File: src/rtl/lane_steer_pkg.sv
package lane_steer_pkg;
  localparam int unsigned LANE_W = 8;

  typedef enum logic {
    XFER_WORD = 1'b0,
    XFER_BYTE = 1'b1
  } xfer_size_e;
endpackage

File: src/rtl/lane_load_extract.sv
module lane_load_extract
  import lane_steer_pkg::*;
#(
  parameter int unsigned DATA_W = 32,
  localparam int unsigned LANES = DATA_W / LANE_W,
  localparam int unsigned OFS_W = $clog2(LANES)
) (
  input  xfer_size_e        size_i,
  input  logic [OFS_W-1:0]  ofs_i,
  input  logic [DATA_W-1:0] bus_i,
  output logic [DATA_W-1:0] res_o
);
  logic [LANE_W-1:0] pick;

  always_comb begin
    pick = '0;
    for (int i = 0; i < int'(LANES); i++) begin
      if (ofs_i == OFS_W'(i)) pick = bus_i[LANE_W*i +: LANE_W];
    end
  end

  // byte result is zero-extended
  assign res_o = (size_i == XFER_BYTE) ? {{(DATA_W-LANE_W){1'b0}}, pick} : bus_i;
endmodule

File: src/rtl/lane_store_replicate.sv
module lane_store_replicate
  import lane_steer_pkg::*;
#(
  parameter int unsigned DATA_W = 32,
  localparam int unsigned LANES = DATA_W / LANE_W
) (
  input  xfer_size_e        size_i,
  input  logic [DATA_W-1:0] src_i,
  output logic [DATA_W-1:0] bus_o
);
  for (genvar g = 0; g < LANES; g++) begin : g_lane
    assign bus_o[LANE_W*g +: LANE_W] =
      (size_i == XFER_BYTE) ? src_i[LANE_W-1:0] : src_i[LANE_W*g +: LANE_W];
  end
endmodule

File: src/rtl/lane_strobe_decode.sv
module lane_strobe_decode
  import lane_steer_pkg::*;
#(
  parameter int unsigned DATA_W = 32,
  localparam int unsigned LANES = DATA_W / LANE_W,
  localparam int unsigned OFS_W = $clog2(LANES)
) (
  input  xfer_size_e       size_i,
  input  logic             req_i,
  input  logic [OFS_W-1:0] ofs_i,
  output logic [LANES-1:0] strb_o
);
  for (genvar g = 0; g < LANES; g++) begin : g_strb
    assign strb_o[g] = req_i & ((size_i == XFER_WORD) | (ofs_i == OFS_W'(g)));
  end
endmodule

File: src/rtl/lane_steer.sv
module lane_steer
  import lane_steer_pkg::*;
#(
  parameter int unsigned DATA_W = 32,
  localparam int unsigned LANES = DATA_W / LANE_W,
  localparam int unsigned OFS_W = $clog2(LANES)
) (
  input  logic              clk_i,
  input  logic              rst_ni,
  input  logic              byte_i,
  input  logic [OFS_W-1:0]  addr_lo_i,
  input  logic              st_req_i,
  input  logic [DATA_W-1:0] rd_bus_i,
  input  logic [DATA_W-1:0] st_src_i,
  output logic [DATA_W-1:0] ld_data_o,
  output logic [DATA_W-1:0] wr_data_o,
  output logic [LANES-1:0]  wr_strb_o
);
  xfer_size_e        size;
  logic [DATA_W-1:0] ld_d, wr_d;
  logic [LANES-1:0]  strb_d;

  assign size = byte_i ? XFER_BYTE : XFER_WORD;

  lane_load_extract #(.DATA_W(DATA_W)) u_load (
    .size_i(size), .ofs_i(addr_lo_i), .bus_i(rd_bus_i), .res_o(ld_d)
  );

  lane_store_replicate #(.DATA_W(DATA_W)) u_store (
    .size_i(size), .src_i(st_src_i), .bus_o(wr_d)
  );

  lane_strobe_decode #(.DATA_W(DATA_W)) u_strb (
    .size_i(size), .req_i(st_req_i), .ofs_i(addr_lo_i), .strb_o(strb_d)
  );

  always_ff @(posedge clk_i or negedge rst_ni) begin
    if (!rst_ni) begin
      ld_data_o <= '0;
      wr_data_o <= '0;
      wr_strb_o <= '0;
    end else begin
      ld_data_o <= ld_d;
      wr_data_o <= wr_d;
      wr_strb_o <= strb_d;
    end
  end
endmodule

File: config.mk
export PLATFORM = sky130hd
export DESIGN_NAME = lane_steer
export DESIGN_NICKNAME = d
export VERILOG_FILES = /design/src/rtl/lane_steer_pkg.sv /design/src/rtl/lane_load_extract.sv /design/src/rtl/lane_store_replicate.sv /design/src/rtl/lane_strobe_decode.sv /design/src/rtl/lane_steer.sv
export SDC_FILE = /design/constraint.sdc
export NUM_CORES = 1
export LEC_CHECK = 0
export BUFFER_PORTS_ARGS = -buffer_cell sky130_fd_sc_hd__buf_2
export CORE_AREA = 2 2 82 84
export CTS_CLUSTER_SIZE = 24
export DETAILED_ROUTE_END_ITERATION = 6
export DIE_AREA = 0 0 84 86
export PLACE_DENSITY = 0.75
export SETUP_SLACK_MARGIN = 0.05
export SYNTH_ARGS = -nofsm -noshare
export SYNTH_HDL_FRONTEND = slang
export SYNTH_SLANG_ARGS = --single-unit
export TNS_END_PERCENT = 1
File: constraint.sdc
create_clock -name clk_i -period 0.8 [get_ports clk_i]
set_input_delay 0.04 -clock clk_i [delete_from_list [all_inputs] [get_ports clk_i]]
set_output_delay 0.04 -clock clk_i [all_outputs]
set_load 0.05 [all_outputs]
==> run summary, run 1 <==
initial antenna violation count - 0
Tmin final - 0.944 ns
core box area - 6280 um2
number of distinct library cells after synthesis - 19
setup ws final - -0.144 ns
setup TNS - -7.27 ns
Final #Nets - 479
Multi-input gate area - 622 um2
VDD IR-drop max - 1.30 mV
clock sink count - 68
Initial Util - 39.3%
CP Max Fanout - 1
Post-Syn Area - 2470 um2
Req. time, crit path - 0.76 ns
Max Cap Violations - 0
ys async rst share - 100%
CP startpoint kind - flip-flop
worst path bufs/invs - 1
Power Dens Cells - 1920 nW/um2
Clock Tree Buf Depth - 2
Root Driver - clkbuf_8
sequential area share after synthesis - 69.0%
Syn-to-layout area delta - 85.1%
TritonCTS clock tree - built
Post-Route WL - 8.09 mm
Max Slew Vio Count - 0
EDFF count, synth - 0
Starting DRT DRC Count - 53
Final Hold Vio Count - 0
failing checks - negative setup slack
clock-pin slew on the worst setup and hold paths - 0.07 ns
DR pass1 iterations - 4
H-tree levels - 3
Antenna Cells - 0
#FFs+latches synth - 68
syn_area_per_cell - 12.4 um2
list of most frequent post-synthesis cells - dfrtp_1 (68), nor2b_1 (25), inv_1 (24)
register area - 1700 um2
die height - 86 um
CP top delay family - flip-flops
DR WL/cell - 16.5 um
count leader, synth - dfrtp_1
Cell Rows - 29
RSZ-0062 raised after global routing - true
average vias per placed instance - 4.62
synth warn - 0
status - complete, but fails checks
Fmax - 1.06 GHz
fraction of layout cells with a size suffix above 1 - 40.8%
Worst Path Arrival - 0.90 ns
Port Buffers - 137
FILL cells - 394
slew of the pin with the lowest slew margin - 0.485 ns
DRC viols - 0
GR Util All Layers - 23.8%
total gr overflow - 0
total CTS buffers - 9
Mapped Cells - 199
P_leak - 2.28 nW
io pins - 138
detailed placer's ending HPWL - 4.38 mm
type of the most critical hold path - in2reg
post-route ant nets - 0
Die ar. - 7220 um2
type of destination of the critical path - output pin
Final setup viols - 68
CP max-delay cell - dfrtp_1
largest net degree at the start of global routing - 69
Die X - 84 um
dpl ws - -0.145 ns
worst-path cell chain - buf_6
type of the worst setup path - reg2out
vias in the first global route - 2616
largest cells by area after synthesis - dfrtp_1 (69%), nor2b_1 (6.3%), o21ai_1 (4.3%)
Net Count, Synth - 269
most area-hungry cell type in the Yosys netlist - dfrtp_1
worst relative slew slack - 67.6%
GP Congestion - 0.785
area fraction of the dominant cell type after synthesis - 69.0%
Most used DFF post-synth - dfrtp_1
first-pass GRT wire length - 13.1 mm
total number of vias - 2269
CP max stage delay - 0.41 ns
period utilisation layout - 118%
-- what timing repair did --
| action | CTS | global route |
|---|---|---|
| hold endpoints to repair | 136 | 0 |
| endpoints found under the setup margin | 68 | 71 |
| hold buffers | 66 | 0 |
| buffers inserted | 0 | 0 |
| gates cloned | 0 | 0 |
| resized for setup | 136 | 3 |
-- worst paths after layout --
check	depth (start not counted)	end	slack [ns]	from
worst max-delay path	1	ld_data_o[31]	-0.14	ld_data_o[31]
min in group asynchronous	3	wr_data_o[7]	0.30	rst_ni
max in group asynchronous	3	ld_data_o[21]	0.21	rst_ni
worst min-delay path	3	wr_strb_o[2]	0.08	byte_i
-- state kept, by name, summed over array words and instances, names as in the netlist --
register	cells
wr_strb_o	4
ld_data_o	32
wr_data_o	32
-- tightest hold or removal path, stage by stage --
cell and delay, ns:
buf_2 0.13, buf_4 0.15, a21boi_1 0.06
-- layout make-up --
type,count,share of cell area (%)
clock buffers,11,2.88
clock inverters,5,1.15
inverters,24,1.97
multi-input cells,96,13.6
flip-flops and latches,68,37.3
well taps,77,2.11
repair buffers,210,41.0
-- logic make-up after synthesis --
logic type | synth area share [%]
AND/OR/NAND/NOR | 9.43
buffers and inverters | 6.59
flip-flops | 69.0
AO/OA/AOI/OAI | 11.8
multiplexers | 3.25
-- where the power goes --
group          internal [mW]  switching (mW)
clock                   1.43            1.23
combinational          0.959            1.36
sequential              3.66           0.125
-- cells in the final DEF (no fill, tap or decap), drive strengths merged --
cell type and count:
o2bb2ai 8, o21a 1, a21oi 8, clkinvlp 1, dfrtp 68, buf 144, clkinv 3, inv 24
nand2b 2, nand2 9, a21boi 3, nor2b 25, nor2 8, dlygate4sd3 66, mux2i 8, o21ai 24
bufinv 1, clkbuf 11
-- routing by layer --
layer  part of all wire (%)  wire length (um)  track usage [%]
met5                      0                 0                0
met4                    1.8               144             9.24
met3                     11               883             9.24
met2                     51              4110             42.5
met1                     36              2950             25.6
-- metrics by stage --
step / instance area (um2) / utilization (%) / cells / total power, mW / hold WS [ns]
floorplan: 2470 / - / 199 / 4.93 / -0.256
global placement: 3280 / 52.2 / 409 / 5.51 / 0.0817
detailed placement: 3280 / 52.2 / 409 / 5.54 / 0.0994
CTS: 4550 / 72.5 / 491 / 8.79 / 0.0687
global route: 4570 / 72.8 / 491 / 9.15 / 0.0897
finish: 4570 / 72.8 / 491 / 8.77 / 0.0841
Note: power is estimated with default switching activity, not from simulation.
==> run 2, diff against run 1 <==
--- a/config.mk
+++ b/config.mk
@@ -10,7 +10,7 @@
 export CTS_CLUSTER_SIZE = 24
 export DETAILED_ROUTE_END_ITERATION = 6
 export DIE_AREA = 0 0 84 86
-export PLACE_DENSITY = 0.75
+export PLACE_DENSITY = 0.72
 export SETUP_SLACK_MARGIN = 0.05
 export SYNTH_ARGS = -nofsm -noshare
 export SYNTH_HDL_FRONTEND = slang
==> constraint.sdc (replaced) <==
create_clock -name clk_i -period 0.8 [get_ports clk_i]
set_input_delay 0.16 -clock clk_i [delete_from_list [all_inputs] [get_ports clk_i]]
set_output_delay 0.16 -clock clk_i [all_outputs]
set_load 0.05 [all_outputs]
==> run summary, run 2 (synthesized netlist as in run 1, its figures left out) <==
status - complete, but fails checks
failing checks - negative setup slack
initial antenna violation count - 0
Power Dens Cells - 2240 nW/um2
io pins - 138
detailed placer's ending HPWL - 4.50 mm
type of the most critical hold path - in2reg
fraction of layout cells with a size suffix above 1 - 51.7%
worst-path cell chain - buf_6
register area - 1700 um2
type of destination of the critical path - output pin
DR pass1 iterations - 4
total number of vias - 1984
setup ws final - -0.267 ns
first-pass GRT wire length - 10.3 mm
post-route ant nets - 0
clock-pin slew on the worst setup and hold paths - 0.08 ns
Worst Path Arrival - 0.91 ns
RSZ-0062 raised after global routing - true
Initial Util - 39.3%
share of power burned in registers - 40.7%
clock sink count - 68
CP max-delay cell - dfrtp_1
Port Buffers - 137
Syn-to-layout area delta - 67.8%
Final Hold Vio Count - 0
H-tree levels - 3
largest net degree at the start of global routing - 46
CP max stage delay - 0.40 ns
Max Slew Vio Count - 0
Fmax - 0.937 GHz
Starting DRT DRC Count - 54
Final #Nets - 427
WP depth - 1
Int Power - 6.54 mW
Die ar. - 7220 um2
Cell Rows - 29
GR Util All Layers - 18.9%
Worst setup startpoint - wr_data_o[19]
commonest non-fill, non-tap cell in the layout - buf_2
met3 routed WL - 415 um
CP top delay family - flip-flops
Max Cap Violations - 0
slew of the pin with the lowest slew margin - 0.350 ns
Sw Ratio - 29.4%
total gr overflow - 0
GP Congestion - 0.819
VDD IR-drop max - 1.14 mV
worst path bufs/invs - 1
average vias per placed instance - 4.52
dpl ws - -0.249 ns
Tmin final - 1.07 ns
Root Driver - clkbuf_8
DRC viols - 0
part of the power in combinational logic - 22.9%
total CTS buffers - 9
WHS Path Cells - 3
TritonCTS clock tree - built
die height - 86 um
Clk pwr share - 36.4%
Final setup viols - 68
type of the worst setup path - reg2out
Met1 Wirelength - 2.43 mm
CP startpoint kind - flip-flop
Detail Route met2 WL - 3.66 mm
Multi-input gate area - 674 um2
worst relative slew slack - 76.7%
Req. time, crit path - 0.64 ns
Switch Pwr - 2.73 mW
FILL cells - 453
largest registers - ld_data_o (32), wr_data_o (32), wr_strb_o (4)
DR WL/cell - 15.2 um
P_leak - 2.14 nW
Post-Route WL - 6.67 mm
core box area - 6280 um2
top routing layer used - met4
Die X - 84 um
CP Max Fanout - 1
post-layout util - 66.0%
Worst Setup EP - wr_data_o[19]
Antenna Cells - 0
period utilisation layout - 133%
commonest cells after routing, fill and taps aside - buf_2 (69), dfrtp_1 (68), buf_6 (68)
Clock Tree Buf Depth - 2
vias in the first global route - 2087
==> run 2: worst min path at each step <==
stage / start / endpoint
CTS: st_src_i[19] / wr_data_o[19]
floorplan: rst_ni / ld_data_o[0]
finish: st_src_i[22] / wr_data_o[22]
detailed placement: rst_ni / ld_data_o[19]
global route: st_src_i[28] / wr_data_o[28]
global placement: rst_ni / ld_data_o[19]
==> run 2: area by class of cell <==
cell class,count,area share [%]
flip-flops and latches,68,41.1
repair buffers,158,32.3
multi-input cells,96,16.3
clock buffers,10,3.08
clock inverters,6,2.72
well taps,77,2.33
inverters,24,2.18
==> run 2: metal layers <==
metal,GRT usage [%],vias to the layer above
met2,32.9,87
met4,9.68,0
met1,21.3,933
li1,-,948
met5,0,-
met3,5.39,16
==> run 2: through the flow <==
step	total power, mW	cells	TNS (ns)	hold WS (ns)	cell area [um2]
2_1_floorplan	4.96	199	0	-0.136	2530
3_3_place_gp	5.55	414	-1.72	0.00117	3350
3_5_place_dp	5.57	414	-2.34	0.00328	3350
4_1_cts	9.31	439	-16.53	0.0168	4110
5_1_grt	9.66	439	-18.00	0.0341	4140
6_report	9.27	439	-15.65	0.0348	4140
==> run 2: power by group through the flow <==
stage          sequential [mW]  clock, mW  combinational (mW)
6_report                  3.77       3.37                2.12
5_1_grt                   3.79       3.64                2.23
4_1_cts                   3.77       3.43                2.11
3_5_place_dp              3.78          0                1.79
3_3_place_gp              3.77          0                1.78
2_1_floorplan             4.61          0               0.355
==> run 2: timing repair <==
action | in CTS | in global routing
cloned | 0 | 0
hold buffers | 9 | 0
resized for setup | 136 | 11
buffers inserted | 0 | 0
endpoints found under the hold margin | 76 | 0
pin swaps | 0 | 0
setup endpoints to repair | 68 | 80
